### src/rtl/booth_pkg.sv
// Package: shared types for the sequential Booth multiplier.
// Assumes: nothing beyond the standard language.
package booth_pkg;

    // Action taken on the upper accumulator half in one step.
    typedef enum logic [1:0] {
        OP_HOLD = 2'd0,
        OP_ADD  = 2'd1,
        OP_SUB  = 2'd2
    } booth_op_e;

    // Maps (current multiplier bit, reference bit) to a step action.
    function automatic booth_op_e booth_decode(input logic cur, input logic prev);
        case ({cur, prev})
            2'b01:   booth_decode = OP_ADD;
            2'b10:   booth_decode = OP_SUB;
            default: booth_decode = OP_HOLD;
        endcase
    endfunction

endpackage

### src/rtl/booth_seq_ctrl.sv
// Module: booth_seq_ctrl
// Sequences one multiply: accepts start only while idle, then issues
// exactly WIDTH step strobes and pulses done for one cycle afterwards.
// Assumes: WIDTH >= 2; synchronous active-low reset.
module booth_seq_ctrl #(
    parameter int WIDTH = 8
) (
    input  logic clk,
    input  logic rst_n,
    input  logic start,
    output logic load,
    output logic step,
    output logic busy,
    output logic done
);
    localparam int CNT_W = $clog2(WIDTH + 1);
    localparam logic [CNT_W-1:0] LAST = CNT_W'(WIDTH - 1);

    logic             busy_q;
    logic             done_q;
    logic [CNT_W-1:0] cnt_q;
    logic             last_step;

    // Decode strobes for the datapath from the current state.
    always_comb begin
        load      = start && !busy_q;
        step      = busy_q;
        last_step = busy_q && (cnt_q == LAST);
    end

    // Busy flag, step counter and done pulse.
    always_ff @(posedge clk) begin
        if (!rst_n) begin
            busy_q <= 1'b0;
            done_q <= 1'b0;
            cnt_q  <= '0;
        end else begin
            done_q <= last_step;
            if (load) begin
                busy_q <= 1'b1;
                cnt_q  <= '0;
            end else if (last_step) begin
                busy_q <= 1'b0;
                cnt_q  <= '0;
            end else if (busy_q) begin
                cnt_q  <= cnt_q + 1'b1;
            end
        end
    end

    assign busy = busy_q;
    assign done = done_q;

    // done lasts exactly one cycle.
    p_done_pulse_r11: assert property (@(posedge clk) disable iff (!rst_n)
        done_q |=> !done_q);
    // the block is idle whenever done is high.
    p_done_idle_r11: assert property (@(posedge clk) disable iff (!rst_n)
        done_q |-> !busy_q);
    // an accepted start makes the block busy at the first step.
    p_start_busy_r2: assert property (@(posedge clk) disable iff (!rst_n)
        load |=> (busy_q && cnt_q == '0));
    // a start while busy does not restart the count.
    p_ignore_start_r12: assert property (@(posedge clk) disable iff (!rst_n)
        (busy_q && !last_step) |=> (busy_q && cnt_q == $past(cnt_q) + 1'b1));
    // done is only reached through the last step.
    p_done_after_step_r9: assert property (@(posedge clk) disable iff (!rst_n)
        $rose(done_q) |-> $past(busy_q));

endmodule

### src/rtl/booth_step_dp.sv
// Module: booth_step_dp
// Holds the multiplicand, the two accumulator halves, the rotating
// multiplier copy and its reference bit; performs one Booth step per strobe.
// Assumes: load and step are never high together (guaranteed by control).
module booth_step_dp
    import booth_pkg::*;
#(
    parameter int WIDTH = 8
) (
    input  logic               clk,
    input  logic               rst_n,
    input  logic               load,
    input  logic               step,
    input  logic [WIDTH-1:0]   mcand,
    input  logic [WIDTH-1:0]   mplier,
    output logic [2*WIDTH-1:0] product
);
    localparam int EXT_W = WIDTH + 1;

    logic [WIDTH-1:0] mc_q;
    logic [WIDTH-1:0] hi_q;
    logic [WIDTH-1:0] lo_q;
    logic [WIDTH-1:0] mq_q;
    logic             ref_q;

    booth_op_e        op;
    logic [EXT_W-1:0] hi_ext;
    logic [EXT_W-1:0] mc_ext;
    logic [EXT_W-1:0] sum;

    // Sign-extended add, subtract or hold on the upper half.
    always_comb begin
        op     = booth_decode(mq_q[0], ref_q);
        hi_ext = {hi_q[WIDTH-1], hi_q};
        mc_ext = {mc_q[WIDTH-1], mc_q};
        case (op)
            OP_ADD:  sum = hi_ext + mc_ext;
            OP_SUB:  sum = hi_ext - mc_ext;
            default: sum = hi_ext;
        endcase
    end

    // Operand capture on load; combined shift and rotation on each step.
    always_ff @(posedge clk) begin
        if (!rst_n) begin
            mc_q  <= '0;
            hi_q  <= '0;
            lo_q  <= '0;
            mq_q  <= '0;
            ref_q <= 1'b0;
        end else if (load) begin
            mc_q  <= mcand;
            hi_q  <= '0;
            lo_q  <= '0;
            mq_q  <= mplier;
            ref_q <= 1'b0;
        end else if (step) begin
            hi_q  <= sum[EXT_W-1:1];
            lo_q  <= {sum[0], lo_q[WIDTH-1:1]};
            mq_q  <= {mq_q[0], mq_q[WIDTH-1:1]};
            ref_q <= mq_q[0];
        end
    end

    assign product = {hi_q, lo_q};

    // the reference bit starts cleared.
    p_ref_clear_r3: assert property (@(posedge clk) disable iff (!rst_n)
        load |=> (ref_q == 1'b0));
    // both accumulator halves start at zero.
    p_acc_clear_r2: assert property (@(posedge clk) disable iff (!rst_n)
        load |=> (hi_q == '0 && lo_q == '0));
    // the dropped multiplier LSB becomes the reference bit.
    p_ref_follow_r8: assert property (@(posedge clk) disable iff (!rst_n)
        step |=> (ref_q == $past(mq_q[0])));
    // a hold step only shifts the upper half.
    p_hold_shift_r4: assert property (@(posedge clk) disable iff (!rst_n)
        (step && op == OP_HOLD) |=>
            (hi_q == {$past(hi_q[WIDTH-1]), $past(hi_q[WIDTH-1:1])}));
    // the lower half takes in one bit from above and drops its LSB.
    p_lo_shift_r7: assert property (@(posedge clk) disable iff (!rst_n)
        step |=> (lo_q[WIDTH-2:0] == $past(lo_q[WIDTH-1:1])));
    // the multiplicand is not disturbed while stepping.
    p_mcand_held_r12: assert property (@(posedge clk) disable iff (!rst_n)
        step |=> $stable(mc_q));
    // with no load and no step the product is held.
    p_product_hold_r13: assert property (@(posedge clk) disable iff (!rst_n)
        (!load && !step) |=> $stable(product));

endmodule

### src/rtl/booth_seq_mult.sv
// Module: booth_seq_mult (top)
// Sequential radix-2 Booth signed multiplier: WIDTH steps per product.
// Assumes: operands are stable only at the accepted start edge.
module booth_seq_mult #(
    parameter int WIDTH = 8
) (
    input  logic               clk,
    input  logic               rst_n,
    input  logic               start,
    input  logic [WIDTH-1:0]   mcand,
    input  logic [WIDTH-1:0]   mplier,
    output logic               busy,
    output logic               done,
    output logic [2*WIDTH-1:0] product
);
    logic load;
    logic step;

    // Control: start acceptance, step count, done pulse.
    booth_seq_ctrl #(.WIDTH(WIDTH)) u_ctrl (
        .clk   (clk),
        .rst_n (rst_n),
        .start (start),
        .load  (load),
        .step  (step),
        .busy  (busy),
        .done  (done)
    );

    // Datapath: accumulator, multiplier rotation, add/subtract.
    booth_step_dp #(.WIDTH(WIDTH)) u_dp (
        .clk     (clk),
        .rst_n   (rst_n),
        .load    (load),
        .step    (step),
        .mcand   (mcand),
        .mplier  (mplier),
        .product (product)
    );

    // done and busy are never high together at the ports.
    p_port_excl_r11: assert property (@(posedge clk) disable iff (!rst_n)
        !(done && busy));

endmodule

### config.mk
export PLATFORM = sky130hd
export DESIGN_NAME = booth_seq_mult
export DESIGN_NICKNAME = d
export VERILOG_FILES = /design/src/rtl/booth_pkg.sv /design/src/rtl/booth_seq_ctrl.sv /design/src/rtl/booth_step_dp.sv /design/src/rtl/booth_seq_mult.sv
export SDC_FILE = /design/constraint.sdc
export NUM_CORES = 1
export LEC_CHECK = 0
export CORE_ASPECT_RATIO = 1.75
export CORE_MARGIN = 10
export CORE_UTILIZATION = 63
export DETAILED_ROUTE_END_ITERATION = 12
export DONT_BUFFER_PORTS = 1
export PLACE_DENSITY = 0.87
export SETUP_SLACK_MARGIN = 0.02
export SYNTH_ARGS = -nofsm -noshare
export SYNTH_HDL_FRONTEND = slang
export SYNTH_SLANG_ARGS = --single-unit
### constraint.sdc
create_clock -name clk -period 3 [get_ports clk]
set_clock_uncertainty 0.15 [all_clocks]
set_input_delay 0.45 -clock clk [delete_from_list [all_inputs] [get_ports clk]]
set_output_delay 0.45 -clock clk [all_outputs]
set_load 0.01 [all_outputs]
==> results of run 1 <==
## logic make-up (layout without fill, tap and decap cells)
family / count (synthesis) / in the layout / share of synthesized area (%)
and+or+nand+nor: 95 / 95 / 21.6
AOI/OAI and AO/OA: 49 / 49 / 15.2
DFF: 39 / 39 / 35.5
muxes: 23 / 23 / 10.5
buffers and inverters: 22 / 15 / 5.34
adders and majority gates: 12 / 12 / 7.16
xor gates and xnor gates: 12 / 12 / 4.77
## path summary, 6_finish.rpt
check / from / endpoint / slack [ns] / cells past startpoint
min: rst_n / u_dp.mq_q[0] / 0.13 / 1
max reg2reg: u_dp.mq_q[0] / u_dp.hi_q[7] / 0.19 / 9
max: u_dp.mq_q[0] / u_dp.hi_q[7] / 0.19 / 9
min reg2reg: u_dp.mc_q[1] / u_dp.mc_q[1] / 0.36 / 2
## metal layers
| layer | GRT usage (%) | wire length (um) | share of wire, % |
|---|---|---|---|
| met1 | 14.3 | 1700 | 37 |
| met2 | 25.9 | 2510 | 54 |
| met3 | 6.06 | 287 | 6.2 |
| met4 | 8.77 | 143 | 3.1 |
| met5 | 0 | 0 | 0 |
## cells in the mapped netlist, types with 2 or more instances
master and number:
xnor2_1 8, nand3_1 2, nor4_1 2, nand2b_1 7
mux2i_1 23, a21oi_4 2, buf_6 2, nand4_1 4
clkbuf_1 9, o21ai_0 12, a21boi_0 9, nand2_1 29
nor2_1 26, a31oi_1 3, inv_1 6, nor3_1 5
and2_1 10, buf_4 2, a311oi_1 2, a21oi_1 10
dfxtp_1 39, buf_2 2, xor2_1 4, a211oi_1 3
ha_1 11
## flip-flops by register name (all words and copies together), names as in the netlist
register	cells
u_ctrl.busy	1
u_ctrl.cnt_q	4
u_ctrl.done	1
u_dp.hi_q	8
u_dp.lo_q	8
u_dp.mc_q	8
u_dp.mq_q	8
u_dp.ref_q	1
## power by group through the flow
stage	registers, uW	logic [uW]	clock network [uW]
global placement	577	279	0
detailed placement	578	286	0
finish	566	291	345
floorplan	571	255	0
global route	570	320	373
CTS	566	288	352
## layout make-up
class / count / area share, %
timing repair buffer: 1 / 0.333
clock buffer: 7 / 3.38
multi-input combinational: 191 / 57.9
inverter: 6 / 0.998
tap: 45 / 2.50
clock inverter: 1 / 0.222
sequential: 39 / 34.7
## stage by stage
step | std cells | total power [uW] | hold WS (ns)
floorplan | 252 | 826 | 0.300
global placement | 282 | 856 | 0.312
detailed placement | 282 | 865 | 0.321
CTS | 290 | 1210 | 0.119
global route | 290 | 1260 | 0.122
finish | 290 | 1200 | 0.128
==> results.md, run 1 <==
- Flop pwr share: 47.1%
- CTS tree: yes
- Distinct cells, synth: 45
- IO Count: 37
- Slew HR: around 66%
- Syn-to-layout area delta: 2.44%
- Mean post-synth cell area: about 8.7 sq um
- DRT Wirelength: between 4000 and 5000 um
- Total leakage power: 0.000860 uW
- Commonest cells after routing, fill and taps aside: dfxtp_1 (38), nand2_1 (29), nor2_1 (26)
- FF+latch area: approximately 800 sq um
- Sw Share: a little under a third
- Worst setup margin: 0.191 ns
- Number of diodes: 0
- Detailed Place HPWL: about 3500 um
- Pre-antenna DRT Iters: 5
- Die height: ~98 um
- CTS sink cnt: 39
- Vias in the first global route: 1,674
- Final setup viols: 0
- Gpl congestion: between 0.8 and 0.9
- #FFs+latches synth: 39
- Worst setup SP type: flop
- Initial Util: between 60 and 70%
- Filler Cells Inserted: a little over 300
- Setup Fix Bufs, Post-CTS: 0
- Post-CTS Resized: 0
- CP max stage delay: ~0.40 ns
- Worst Path Buf+Inv: 0
- Core area: roughly 3400 sq um
- Synth area leader: dfxtp_1
- DR WL/cell: 16.0 um
- Maximum VDD drop: roughly 0.50 mV
- First-pass GRT wire length: a little under 8000 um
- Mapped Nets: roughly 280
- Setup TNS: 0 ns
- Pre-CTS setup slack: around 0.18 ns
- Ys flop type: dfxtp_1
- Syn Inst Count: approximately 250
- DRC Markers: 0
- TritonCTS Buffers: 5
- Delay-heaviest family, CP: simple AND/OR/NAND/NOR gates
- Area after DPL: about 2200 sq um
- Final global-route overflow total: 0
- Fin. max-slew vios: 0
- Cell Chain, Critical Path: ha_2 -> nor2_1 -> xnor2_1 -> ha_1 -> nand3_1 -> a21oi_4 -> o31a_2 -> or4_1 -> a21oi_1
- Switch Pwr: between 300 and 400 uW
- Number of port buffers: 0
- Row count: 28
- Worst setup path class: reg -> reg
- Ys async rst share: 0%
- Slew @ Worst Pin: between 0.5 and 0.6 ns
- Max-Cap Viols: 0
- Final min period: around 2.8 ns
- Commonest non-fill, non-tap cell in the layout: dfxtp_1
- Worst-path clk slew: 0.08 ns
- DR vias: 1,703
- Full die area: around 6400 sq um
- DRT iter0 DRCs: 66
- Synth area leaders: dfxtp_1 (35%), mux2i_1 (10%), ha_1 (6.3%)
- Multi-input gate area: roughly 1300 sq um
- Max Fclk: roughly 360 MHz
- Initial antenna violation count: 0
- Final period util: between 90% and 100%
- Max Buffers Root-to-Sink: 2
- P per Cell Area: 533 nW/um^2
- Fin area: 2260 sq um
- Layout Utilization: 67.1%
- Sequential area share after synthesis: a little over a third
- P_int: between 800 and 900 uW
- Status: finished clean
- CP Data Arrival Time: 2.88 ns
- Chip Width: roughly 65 um
- GRT Util Overall: 15.0%
- Final hold vios: 0
- Critical path capture point type: flop
- Mapped Area: around 2200 sq um
- CP Max Fanout: 8
- Number of nets with antenna violations after routing: 0
- Pin count of the biggest net entering global routing: 48
- Logic pwr share: approximately 24%
- Synth top area share: ~35%
- Critical path's slowest cell: or4_1
- CTS Root Buffer Type: clkbuf_8
- H-tree levels: 2
- Hold Buf Count CTS: 0
- Hold crit path type: in -> reg
- Synth warn: 0
- Vias per cell: around 5.9
- WP data required: 3.07 ns
- Proportion of layout cells with a drive suffix above 1: between 6 and 7%
- Clock latency on the worst-skew pair: a little under 0.3 ns
- Post-synth EDFFs: 0
- Clock power frac: ~29%
- RSZ-0062 raised after global routing: false
- Nets: ~280
No activity file was read; power rests on OpenSTA's default activity.
==> inputs of run 2 (changes only) <==
--- a/config.mk
+++ b/config.mk
@@ -11,6 +11,7 @@
 export DETAILED_ROUTE_END_ITERATION = 12
 export DONT_BUFFER_PORTS = 1
 export PLACE_DENSITY = 0.87
+export RECOVER_POWER = 50
 export SETUP_SLACK_MARGIN = 0.02
 export SYNTH_ARGS = -nofsm -noshare
 export SYNTH_HDL_FRONTEND = slang
==> results.md, run 2 (synthesis results as in run 1) <==
- DRT Wirelength: between 4000 and 5000 um
- Hold crit path type: in -> reg
- Number of port buffers: 0
- Worst setup path class: reg -> reg
- Hold slack: 0.127 ns
- Status: finished clean
- Critical path's slowest cell: or4_1
- Slew @ Worst Pin: about 1.0 ns
- H-tree levels: 2
- Worst-path clk slew: about 0.080 ns
- Filler Cells Inserted: 303
- First-pass GRT wire length: around 7800 um
- CP Data Arrival Time: between 2 and 3 ns
- Maximum VDD drop: ~0.50 mV
- Setup Fix Bufs, Post-CTS: 0
- Number of nets with antenna violations after routing: 0
- TritonCTS Buffers: 5
- Setup TNS: 0 ns
- CTS sink cnt: 39
- CP max stage delay: 0.39 ns
- Max Buffers Root-to-Sink: 2
- WP data required: about 3.1 ns
- Pin count of the biggest net entering global routing: 48
- Core area: 3360 sq um
- RSZ-0062 raised after global routing: false
- Commonest cells after routing, fill and taps aside: dfxtp_1 (39), nand2_1 (29), nor2_1 (26)
- Final global-route overflow total: 0
- Pre-CTS setup slack: roughly 0.18 ns
- Layout Utilization: roughly two thirds
- Commonest non-fill, non-tap cell in the layout: dfxtp_1
- Clock latency on the worst-skew pair: 0.29 ns
- Final hold vios: 0
- Worst setup margin: around 0.19 ns
- DRC Markers: 0
- Pre-antenna DRT Iters: 4
- GRT Util Overall: roughly 15%
- Vias per cell: a little under 6
- Initial antenna violation count: 0
- Initial Util: about two thirds
- Placed insts: 282
- Cell Chain, Critical Path: ha_2 -> nor2_1 -> xnor2_1 -> ha_1 -> nand3_1 -> a21oi_4 -> o31a_2 -> or4_1 -> a21oi_1
- Total leakage power: approximately 0.00085 uW
- Chip Width: between 60 and 70 um
- Row count: 28
- Gpl congestion: roughly 0.84
- Final setup viols: 0
- Final period util: 93.5%
- Final min period: 2.81 ns
- CTS tree: yes
- Critical path capture point type: flop
- Vias in the first global route: 1,674
- Max-Cap Viols: 0
- Number of diodes: 0
- DRT iter0 DRCs: 58
- Worst setup SP type: flop
- P per Cell Area: approximately 530 nW/um^2
- DR WL/cell: ~16 um
- Die height: just under 100 um
- CTS Root Buffer Type: clkbuf_8
- Fin cells: 290
- Slew HR: between 30% and 40%
- Nets: ~280
- Delay-heaviest family, CP: simple AND/OR/NAND/NOR gates
- Max Fclk: 356 MHz
- Fin. max-slew vios: 0
- Syn-to-layout area delta: 2.27%
- DR vias: roughly 1.7k
- IO Count: 37
- Full die area: about 6400 sq um
- Proportion of layout cells with a drive suffix above 1: approximately 6.1%
- Worst Path Buf+Inv: 0
- Detailed Place HPWL: roughly 3500 um
- CP Max Fanout: 8
==> run 2: cell count changes in the layout (fill, tap and decap cells not counted) <==
cell,previous run,this run
buf_4,1,0
clkbuf_2,0,1
dfxtp_1,38,39
dfxtp_2,1,0
and2_0,0,5
and2_1,10,5
==> run 2: worst paths after layout <==
| path | slack [ns] | from | cells past startpoint | to |
|---|---|---|---|---|
| worst max-delay path | 0.19 | u_dp.mq_q[0] | 9 | u_dp.hi_q[7] |
| worst min-delay path | 0.13 | rst_n | 1 | u_dp.mq_q[0] |
| worst max register to register | 0.19 | u_dp.mq_q[0] | 9 | u_dp.hi_q[7] |
| worst min register to register | 0.36 | u_dp.mc_q[1] | 2 | u_dp.mc_q[1] |
==> run 2: per-stage QoR <==
step	power, uW	area (sq um)
final	1200	2250
after global routing	1260	2250
after CTS	1210	2250
after detailed placement	865	2170
after global placement	856	2170
after floorplan	826	2200
==> run 2: area by class of cell <==
class	instances	area [sq um]	share of cell area, %
clock buffers	7	76.3	3.39
clock inverters	1	5.00	0.222
inverters	6	22.5	1.00
multi-input cells	191	1310	58.0
flip-flops and latches	39	781	34.7
well taps	45	56.3	2.50
repair buffers	1	5.00	0.222
==> run 2: where the power goes <==
group          switching (uW)  internal (uW)
logic                     164            126
clock network             181            163
registers                27.0            539
total                     372            828
==> run 2: timing repair <==
action	in CTS	in global routing
gates resized for setup	0	1
setup endpoints to repair	0	1
hold buffers	0	0
==> run 2: layer usage <==
layer  up-vias  wire (um)  GRT usage, %
li1        861          -             -
met1       779       1700          14.3
met2        37       2480          25.9
met3        15        302          6.06
met4         0        157          8.77
met5         -          0             0
==> inputs of run 3 (changes only) <==
==> constraint.sdc (replaced) <==
create_clock -name clk -period 3 [get_ports clk]
set_clock_uncertainty 0.15 [all_clocks]
set_input_delay 0.15 -clock clk [delete_from_list [all_inputs] [get_ports clk]]
set_output_delay 0.15 -clock clk [all_outputs]
set_load 0.01 [all_outputs]
==> results.md, run 3 (synthesis results as in run 1) <==
- Status: finished clean
- CTS tree: yes
- Vias in the first global route: 1,734
- H-tree levels: 2
- Number of nets with antenna violations after routing: 0
- Pin count of the biggest net entering global routing: 48
- Multi-input gate area: about 1300 sq um
- CTS sink cnt: 39
- Setup TNS: 0 ns
- Maximum VDD drop: around 0.51 mV
- Critical path capture point type: flop
- Layout Utilization: 69.9%
- Chip Width: between 60 and 70 um
- Max-Cap Viols: 0
- Syn-to-layout area delta: 6.82%
- RSZ-0062 raised after global routing: false
- Setup Fix Bufs, Post-CTS: 0
- Pre-antenna DRT Iters: 4
- Filler Cells Inserted: around 290
- Area after DPL: ~2200 sq um
- Max Buffers Root-to-Sink: 2
- Initial antenna violation count: 0
- Fin. max-slew vios: 0
- WP data required: about 3 ns
- DR WL/cell: 16.0 um
- Initial Util: about 65%
- Number of diodes: 0
- FF+latch area: just under 800 sq um
- CP Data Arrival Time: roughly 2.9 ns
- IO Count: 37
- Worst setup path class: reg -> reg
- Slew HR: about a third
- Commonest cells after routing, fill and taps aside: dfxtp_1 (39), nand2_1 (29), nor2_1 (26)
- DR vias: 1,744
- Number of port buffers: 0
- Die height: a little under 100 um
- Worst-path clk slew: about 0.08 ns
- Row count: 28
- Total leakage power: roughly 0.00090 uW
- Slew @ Worst Pin: 0.992 ns
- Clock latency on the worst-skew pair: approximately 0.30 ns
- Max Fclk: ~360 MHz
- Worst setup SP type: flop
- Worst setup margin: between 0.15 and 0.2 ns
- Final hold vios: 0
- Proportion of layout cells with a drive suffix above 1: around 6%
- Full die area: 6350 sq um
- Final period util: 93.5%
- Vias per cell: between 5 and 6
- Fin area: approximately 2400 sq um
- Gpl congestion: 0.845
- Commonest non-fill, non-tap cell in the layout: dfxtp_1
- Nets: 285
- Final global-route overflow total: 0
- Core area: between 3000 and 4000 sq um
- DRT Wirelength: 4790 um
- First-pass GRT wire length: 8050 um
- Total Power: 1220 uW
- DRT iter0 DRCs: 53
- GRT Util Overall: about 16%
- Pre-CTS setup slack: 0.182 ns
- Detailed Place HPWL: between 3000 and 4000 um
- Hold crit path type: in -> reg
- Final min period: 2.81 ns
- CP Max Fanout: 8
- TritonCTS Buffers: 5
- Final setup viols: 0
- P per Cell Area: a little over 500 nW/um^2
- CTS Root Buffer Type: clkbuf_8
- DRC Markers: 0
==> run 3: changes by cell type in the layout (fill, tap and decap cells not counted), sizes merged <==
cell | before | now
dlygate4sd3 | 0 | 10
==> run 3: metal layers <==
layer / GRT usage [%] / vias to the layer above / share of wire, %
met3: 5.84 / 15 / 5.9
li1: - / 881 / -
met1: 15.1 / 811 / 37
met5: 0 / - / 0
met2: 27.1 / 37 / 54
met4: 8.61 / 0 / 3.0
==> run 3: per-stage QoR <==
step | instances | hold slack, ns
2_1_floorplan | 252 | 0.145
3_3_place_gp | 282 | 0.125
3_5_place_dp | 282 | 0.127
4_1_cts | 300 | 0.00101
5_1_grt | 300 | 0.0330
6_report | 300 | 0.0109
==> run 3: timing repair <==
action,4_1_cts,5_1_grt
endpoints found under the setup margin,0,1
hold buffers,10,0
endpoints found under the hold margin,18,0
resized for setup,0,1
==> run 3: final timing paths <==
path / slack [ns] / cells past startpoint / start / endpoint
max: 0.19 / 9 / u_dp.mq_q[0] / u_dp.hi_q[7]
min: 0.01 / 3 / mplier[0] / u_dp.mq_q[0]
max reg2reg: 0.19 / 9 / u_dp.mq_q[0] / u_dp.hi_q[7]
min reg2reg: 0.36 / 2 / u_ctrl.cnt_q[3] / u_ctrl.cnt_q[3]
==> run 3: area by class of cell <==
| class | instances | share of cell area, % |
|---|---|---|
| Inverter | 6 | 0.957 |
| Multi-Input combinational cell | 191 | 55.5 |
| Timing Repair Buffer | 11 | 4.47 |
| Clock buffer | 7 | 3.24 |
| Sequential cell | 39 | 33.2 |
| Tap cell | 45 | 2.39 |
| Clock inverter | 1 | 0.213 |
==> run 3: critical path: stages, from the launching register on <==
cell and delay [ns]:
dfxtp_1 0.37, ha_2 0.29, nor2_1 0.08, xnor2_1 0.27
ha_1 0.38, nand3_1 0.23, a21oi_4 0.08, o31a_2 0.34
or4_1 0.39, a21oi_1 0.14
==> run 3: report_power, final <==
part	switching, uW	internal [uW]
clock network	183	163
registers	27.0	539
logic	169	134
total	379	836
